===== src/rtl/bulk_rx_splitter_pkg.sv =====
package bulk_rx_splitter_pkg;

  localparam int BYTE_W = 8;
  localparam int LEN_W  = 2 * BYTE_W;

  typedef enum logic [2:0] {
    ST_STAT,
    ST_LENLO,
    ST_LENHI,
    ST_PAY,
    ST_FCS,
    ST_DRAIN
  } splitState_t;

  // strobes from control to datapath
  typedef struct packed {
    logic capLo;     // store length low byte
    logic loadPay;   // load payload byte counter
    logic loadFcs;   // load trailer byte counter
    logic dec;       // count one byte down
    logic emit;      // forward current byte
    logic emitLast;  // forwarded byte closes the frame
    logic emitErr;   // forwarded byte closes a cut-short frame
  } pathCmd_t;

endpackage


===== src/rtl/bulk_rx_splitter_path.sv =====
module bulk_rx_splitter_path
  import bulk_rx_splitter_pkg::*;
#(
  parameter int MAX_PAYLOAD = 1514,
  parameter int FCS_LEN     = 4
) (
  input  logic              clk,
  input  logic              rst,
  input  logic [BYTE_W-1:0] inData,
  input  pathCmd_t          cmd,
  output logic              lenBad,
  output logic              lenZero,
  output logic              cntLast,
  output logic [BYTE_W-1:0] outData,
  output logic              outValid,
  output logic              outLast,
  output logic              outErr
);

  localparam logic [LEN_W-1:0] FCS_L     = LEN_W'(FCS_LEN);
  localparam logic [LEN_W-1:0] MAX_FIELD = LEN_W'(MAX_PAYLOAD + FCS_LEN);

  logic [BYTE_W-1:0] lenLo;
  logic [LEN_W-1:0]  rawLen;
  logic [LEN_W-1:0]  remain;

  // the high byte arrives on the cycle the length is judged
  assign rawLen  = {inData, lenLo};
  assign lenBad  = (rawLen < FCS_L) || (rawLen > MAX_FIELD);
  assign lenZero = (rawLen == FCS_L);
  assign cntLast = (remain == LEN_W'(1));

  always_ff @(posedge clk) begin
    if (rst) begin
      lenLo  <= '0;
      remain <= '0;
    end else begin
      if (cmd.capLo) lenLo <= inData;
      if (cmd.loadPay)      remain <= rawLen - FCS_L;
      else if (cmd.loadFcs) remain <= FCS_L;
      else if (cmd.dec)     remain <= remain - LEN_W'(1);
    end
  end

  always_ff @(posedge clk) begin
    if (rst) begin
      outData  <= '0;
      outValid <= 1'b0;
      outLast  <= 1'b0;
      outErr   <= 1'b0;
    end else begin
      outValid <= cmd.emit;
      outLast  <= cmd.emit & cmd.emitLast;
      outErr   <= cmd.emit & cmd.emitErr;
      if (cmd.emit) outData <= inData;
    end
  end

endmodule


===== src/rtl/bulk_rx_splitter_ctrl.sv =====
module bulk_rx_splitter_ctrl
  import bulk_rx_splitter_pkg::*;
#(
  parameter logic [BYTE_W-1:0] GOOD_STATUS = 8'h40
) (
  input  logic              clk,
  input  logic              rst,
  input  logic [BYTE_W-1:0] inData,
  input  logic              inValid,
  input  logic              inEob,
  input  logic              lenBad,
  input  logic              lenZero,
  input  logic              cntLast,
  output pathCmd_t          cmd,
  output splitState_t       state
);

  splitState_t nextState;

  always_ff @(posedge clk) begin
    if (rst) state <= ST_STAT;
    else     state <= nextState;
  end

  always_comb begin
    nextState = state;
    cmd       = '0;
    if (inValid) begin
      case (state)
        ST_STAT: begin
          if (inEob)                       nextState = ST_STAT;
          else if (inData != GOOD_STATUS)  nextState = ST_DRAIN;
          else                             nextState = ST_LENLO;
        end
        ST_LENLO: begin
          cmd.capLo = 1'b1;
          nextState = inEob ? ST_STAT : ST_LENHI;
        end
        ST_LENHI: begin
          if (inEob) begin
            nextState = ST_STAT;
          end else if (lenBad) begin
            nextState = ST_DRAIN;
          end else if (lenZero) begin
            cmd.loadFcs = 1'b1;
            nextState   = ST_FCS;
          end else begin
            cmd.loadPay = 1'b1;
            nextState   = ST_PAY;
          end
        end
        ST_PAY: begin
          cmd.emit = 1'b1;
          if (cntLast) begin
            cmd.emitLast = 1'b1;
            if (inEob) begin
              nextState = ST_STAT;
            end else begin
              cmd.loadFcs = 1'b1;
              nextState   = ST_FCS;
            end
          end else if (inEob) begin
            cmd.emitLast = 1'b1;
            cmd.emitErr  = 1'b1;
            nextState    = ST_STAT;
          end else begin
            cmd.dec = 1'b1;
          end
        end
        ST_FCS: begin
          cmd.dec = 1'b1;
          if (cntLast || inEob) nextState = ST_STAT;
        end
        ST_DRAIN: begin
          if (inEob) nextState = ST_STAT;
        end
        default: nextState = ST_STAT;
      endcase
    end
  end

endmodule


===== src/rtl/bulk_rx_splitter.sv =====
module bulk_rx_splitter
  import bulk_rx_splitter_pkg::*;
#(
  parameter int                MAX_PAYLOAD = 1514,
  parameter int                FCS_LEN     = 4,
  parameter logic [BYTE_W-1:0] GOOD_STATUS = 8'h40
) (
  input  logic              clk,
  input  logic              rst,
  input  logic [BYTE_W-1:0] inData,
  input  logic              inValid,
  input  logic              inEob,
  output logic [BYTE_W-1:0] outData,
  output logic              outValid,
  output logic              outLast,
  output logic              outErr
);

  pathCmd_t    cmd;
  splitState_t ctrlState;
  logic        lenBad;
  logic        lenZero;
  logic        cntLast;

  bulk_rx_splitter_ctrl #(
    .GOOD_STATUS(GOOD_STATUS)
  ) ctrl_i (
    .clk    (clk),
    .rst    (rst),
    .inData (inData),
    .inValid(inValid),
    .inEob  (inEob),
    .lenBad (lenBad),
    .lenZero(lenZero),
    .cntLast(cntLast),
    .cmd    (cmd),
    .state  (ctrlState)
  );

  bulk_rx_splitter_path #(
    .MAX_PAYLOAD(MAX_PAYLOAD),
    .FCS_LEN    (FCS_LEN)
  ) path_i (
    .clk     (clk),
    .rst     (rst),
    .inData  (inData),
    .cmd     (cmd),
    .lenBad  (lenBad),
    .lenZero (lenZero),
    .cntLast (cntLast),
    .outData (outData),
    .outValid(outValid),
    .outLast (outLast),
    .outErr  (outErr)
  );

endmodule


===== config.mk =====
export PLATFORM = sky130hd
export DESIGN_NAME = bulk_rx_splitter
export DESIGN_NICKNAME = d
export VERILOG_FILES = /design/src/rtl/bulk_rx_splitter_pkg.sv /design/src/rtl/bulk_rx_splitter_path.sv /design/src/rtl/bulk_rx_splitter_ctrl.sv /design/src/rtl/bulk_rx_splitter.sv
export SDC_FILE = /design/constraint.sdc
export NUM_CORES = 1
export LEC_CHECK = 0
export BUFFER_PORTS_ARGS = -buffer_cell sky130_fd_sc_hd__buf_2
export CAP_MARGIN = 20
export CORE_MARGIN = 10
export CORE_UTILIZATION = 45
export DETAILED_ROUTE_END_ITERATION = 16
export GPL_TIMING_DRIVEN = 0
export PLACE_DENSITY = 0.66
export SETUP_SLACK_MARGIN = 0.2
export SKIP_LAST_GASP = 1
export SLEW_MARGIN = 30
export SYNTH_ARGS = -nofsm -noshare
export SYNTH_HDL_FRONTEND = slang
export SYNTH_HIERARCHICAL = 1
export SYNTH_SLANG_ARGS = --single-unit

===== constraint.sdc =====
create_clock -name clk -period 3.18 [get_ports clk]
set_clock_uncertainty 0.05 [all_clocks]
set_input_delay 0.159 -clock clk [delete_from_list [all_inputs] [get_ports clk]]
set_output_delay 0.159 -clock clk [all_outputs]
set_load 0.1 [all_outputs]

# ---- Yosys cells after proc, flatten, opt, wreduce, memory -nomap -nowiden
# Index checks and enable logic that the tools add are counted.
dict set report op_classes {
  addsub 2
  order_cmp 2
  eq_ne 9
  n_mux 30
  n_bitwise 2
  reduce_logical 5
}
# cell count
set op_table {}
lappend op_table {{2-to-1 mux 16 bit} 3}
lappend op_table {{2-to-1 mux 3 bit} 10}
lappend op_table {{case mux 3 bit (6 select lines)} 1}
lappend op_table {{== test 16 x 1 -> 1 bit, second input constant} 1}
lappend op_table {{== test 16 x 3 -> 1 bit, second input constant} 1}
lappend op_table {{> comparator 16 x 11 -> 1 bit, second input constant} 1}
lappend op_table {{less-than comparator 16 x 3 -> 1 bit, second input constant} 1}
lappend op_table {{subtractor 16 x 1 -> 16 bit, second input constant} 1}
lappend op_table {{subtractor 16 x 3 -> 16 bit, second input constant} 1}
lappend op_table {{2-to-1 mux 1 bit} 9}
lappend op_table {{2-to-1 mux 2 bit} 4}
lappend op_table {{inequality test 8 x 7 -> 1 bit, second input constant} 1}
lappend op_table {{2-to-1 mux 7 bit} 1}
lappend op_table {{== test 3 x 2 -> 1 bit, second input constant} 2}
lappend op_table {{== test 3 bit, second input constant} 2}
lappend op_table {{case mux 1 bit (2 select lines)} 2}
lappend op_table {{== test 3 x 1 -> 1 bit, second input constant} 1}
lappend op_table {{logical NOT 3 bit} 1}
lappend op_table {{nonzero test 3 bit} 1}
lappend op_table {{bitwise AND 1 bit} 2}
lappend op_table {{logical OR 1 bit} 2}
lappend op_table {{inequality test 2 x 1 -> 1 bit, second input constant} 1}
lappend op_table {{AND reduction 2 bit} 1}
dict set report word_totals {
  reg_bits 38
  out_inout_bits 11
}

# ---- Depth between registers and ports, before layout
dict set report logic_depth {
  word_depth 9
  depth_mapped 15
  depth_no_buf 14
}

# ---- Modules after synthesis
# The synthesis kept the hierarchy.
# module instances cells_per_inst area_each_um2
set modules_own_cells {}
lappend modules_own_cells {bulk_rx_splitter_path 1 234 1989.4}
lappend modules_own_cells {bulk_rx_splitter_ctrl 1 50 411.6}

# ---- Worst setup path before layout
# OpenSTA, ideal clock, no wires.
dict set report synth_timing {
  kind {register -> register}
  from {reg path_i.remain[3]}
  to {reg path_i.remain[13]}
  arrival_ns 2.819
  required_ns 3.010
  path_slack_ns 0.191
  path_stages_with_launch 11
  path_buffers 1
  synth_period_minus_slack_ns 2.989
  cell_sequence {dfxtp_1 > nor4_1 > nand4_1 > nor4b_1 > inv_1 > o32a_1 > nor3_2 > or2_2 > clkbuf_2 > a21oi_1 > o31a_1}
}
# item line
set synth_lines {}
lappend synth_lines {{start: declaration} bulk_rx_splitter_path.sv:25} ;# logic [LEN_W-1:0] remain;
lappend synth_lines {{start signal: assignment} bulk_rx_splitter_path.sv:39} ;# if (cmd.loadPay) remain <= rawLen - FCS_L;
lappend synth_lines {{start signal: assignment} bulk_rx_splitter_path.sv:41} ;# else if (cmd.dec) remain <= remain - LEN_W'(1);

==> results.md <==
- Max Cap Violations: 0
- Reg2reg path depth: 13
- Commonest non-fill, non-tap cell in the layout: nor2_1
- Worst setup margin: 0.308 ns
- Pre-Repair DR Iteration Count: 4
- CP arrival: a little over 3 ns
- Core Util, Final: approximately 55%
- CP Launch Type: flip-flop
- First DRT Iteration DRCs: 163
- Seq pwr share: 43.7%
- Net Switching: 0.350 mW
- Setup-failing EPs final: 0
- Core ar.: ~0.0051 mm²
- Clk_lat worst skew: around 0.30 ns
- IO Port Bufs: 21
- Fmax: about 0.35 GHz
- Total Nets Final: 332
- Die height: 93.0 µm
- First-pass GRT wire length: 10300 µm
- CP max stage cell: or4b_4
- Routed wire per std cell: about 16 µm
- Min-delay worst type: in2reg
- Syn_nets: 300
- Hold Path Origin: rst
- Largest net degree at the start of global routing: 13
- Gate Count Post-Synth: around 280
- CTS root buffer: clkbuf_8
- Worst-case clock buffer depth: 2
- Crit-path max cell delay: 0.50 ns
- Layout area overhead: 18.4%
- Syn Std Cell Area: 0.00240 mm²
- Hold Path Cell Cnt: 2
- Post-synth EDFFs: 0
- Crit. Startpoint: path_i/lenLo[2]
- Switching Fraction: 29.3%
- Clk sinks: 38
- RSZ-0062 raised after global routing: false
- Path length in cells of the critical path: 13
- Post-synth ARST share: 0%
- Top Ports: 23
- Syn_area_per_cell: 8.45 µm²
- Share of post-route cells with drive strength above 1: 25.6%
- Slew Viols, Final: 0
- GRT Resource Usage Total: between 10 and 15%
- DR vias/cell: 5.63
- Worst reg2reg startpoint: path_i/lenLo[2]
- Total CTS buffers: 5
- Post-Route WL: 6160 µm
- Vias in the first global route: 2122
- Most frequent cells in the layout: nor2_1, dfxtp_1, buf_2, mux2i_1, nand2_1
- Status: complete, no violations
- Synth warn: 6
- Antenna violations before repair: 0
- DIE WIDTH: 93.0 µm
- Int Pwr: 0.846 mW
- CP endpoint kind: flip-flop
- ANT nets after route: 0
- Worst-Margin Slew: 0.607 ns
- Final TNS setup: 0 ns
- Core Rows: 26
- Worst VDD drop: roughly 0.29 mV
- CP top delay family: simple AND/OR/NAND/NOR gates
- Fin area: roughly 0.0028 mm²
- Hpwl dp: roughly 4400 µm
- Critical-path cell list: inv_2, ha_4, or4b_4, nor2_4, nand2_1, nand3_1, or2b_2, o32a_1, nor3_4, or2_2, buf_4, or3_1, a31oi_1
- Worst slew margin: 59.5%
- Initial core utilization: 46.7%
- Worst-path clk slew: 0.08 ns
- WS Path Type: reg2reg
- GP Congestion: 0.879
- Register area share after synthesis: 31.7%
- Fin. Hold Viols: 0
- Leakage: 1.14 nW
- Combinational share of power: about 22%
- Library cells used by synthesis: 68
- Tmin final: 2.87 ns
- Die footprint: 0.00866 mm²
- Required @ worst endpoint: 3.35 ns
- Synth Register Bits: 38
- Synth Flop Type: dfxtp_1
- Period utilization: between 90% and 100%
- H-tree Lvls: 2
- Ant. Diodes: 0
- Routed via count: about 2.2k
- Pwr dens: 421 mW/mm²
- Clk pwr share: 33.9%
- CP Buf/Inv Count: 2
- Cell area after placement: about 0.0026 mm²
- Pre-CTS setup slack: -0.362 ns
- CTS tree: built
- Cts hold-fix bufs: 0
- Crit-path max FO: 6
- Overflow left after global routing: 0
- DRC Markers: 0
- Hold Slack: 0.0831 ns
power by group through the flow:
stage	combinational (mW)	clock, mW	sequential [mW]
after floorplan	0.185	0	0.525
after global placement	0.239	0	0.529
after detailed placement	0.241	0	0.530
after CTS	0.247	0.422	0.520
after global routing	0.295	0.437	0.525
final	0.269	0.405	0.522
flip-flops by register name, summed over array words and instances, names as in the netlist:
register         cells
path_i/remain       16
path_i/lenLo         8
path_i/outData       8
ctrl_i/state         3
path_i/outErr        1
path_i/outLast       1
path_i/outValid      1
final timing paths:
kind / slack (ns) / to
worst min register to register: 0.44 / path_i/outData[1]
worst min-delay path: 0.08 / ctrl_i/state[1]
worst max register to register: 0.31 / path_i/remain[8]
worst max-delay path: 0.31 / path_i/remain[8]
timing repair:
| action | CTS | global route |
|---|---|---|
| buffers inserted | 1 | 3 |
| endpoints found under the setup margin | 16 | 15 |
| gates resized for setup | 10 | 22 |
| pin swaps | 1 | 4 |
metrics by stage:
stage | std cells | power [mW]
after floorplan | 284 | 0.710
after global placement | 375 | 0.767
after detailed placement | 375 | 0.771
after CTS | 384 | 1.19
after global routing | 387 | 1.26
final | 387 | 1.20
cells in the mapped netlist, types with 5 or more instances:
cell type | number | area, µm²
nor2_1 | 41 | 154
dfxtp_1 | 38 | 761
mux2i_1 | 17 | 170
inv_1 | 14 | 52.6
nand2_1 | 13 | 48.8
xor2_1 | 12 | 105
nor3_1 | 10 | 50.1
a21oi_1 | 8 | 40.0
nand3_1 | 8 | 40.0
clkbuf_1 | 7 | 26.3
nor4_1 | 7 | 43.8
o21ai_0 | 6 | 30.0
or3_1 | 6 | 37.5
nand4_1 | 5 | 31.3
area by class of cell:
cell class | instances | area, µm²
Inverter | 14 | 52.6
Tap cell | 70 | 87.6
Clock buffer | 5 | 68.8
Multi-Input combinational cell | 215 | 1580
Fill cell | 490 | 2300
Timing Repair Buffer | 25 | 135
Sequential cell | 38 | 777
Clock inverter | 3 | 40.0
Buffer | 17 | 101
metal layers:
layer / up-vias / global-route usage [%] / wire [µm]
li1: 1096 / - / -
met1: 1031 / 18.8 / 3020
met2: 47 / 22.8 / 2790
met3: 6 / 3.20 / 275
met4: 0 / 5.91 / 74
met5: - / 0 / 0
cells by family after synthesis:
family	count (synthesis)	synth area share [%]
compound gates	51	16.3
xor+xnor	14	5.11
fa+ha+maj	4	2.08
buf+inv	31	6.15
flops	38	31.7
mux	17	7.09
simple gates	129	31.6
No activity file was read; power rests on OpenSTA's default activity.
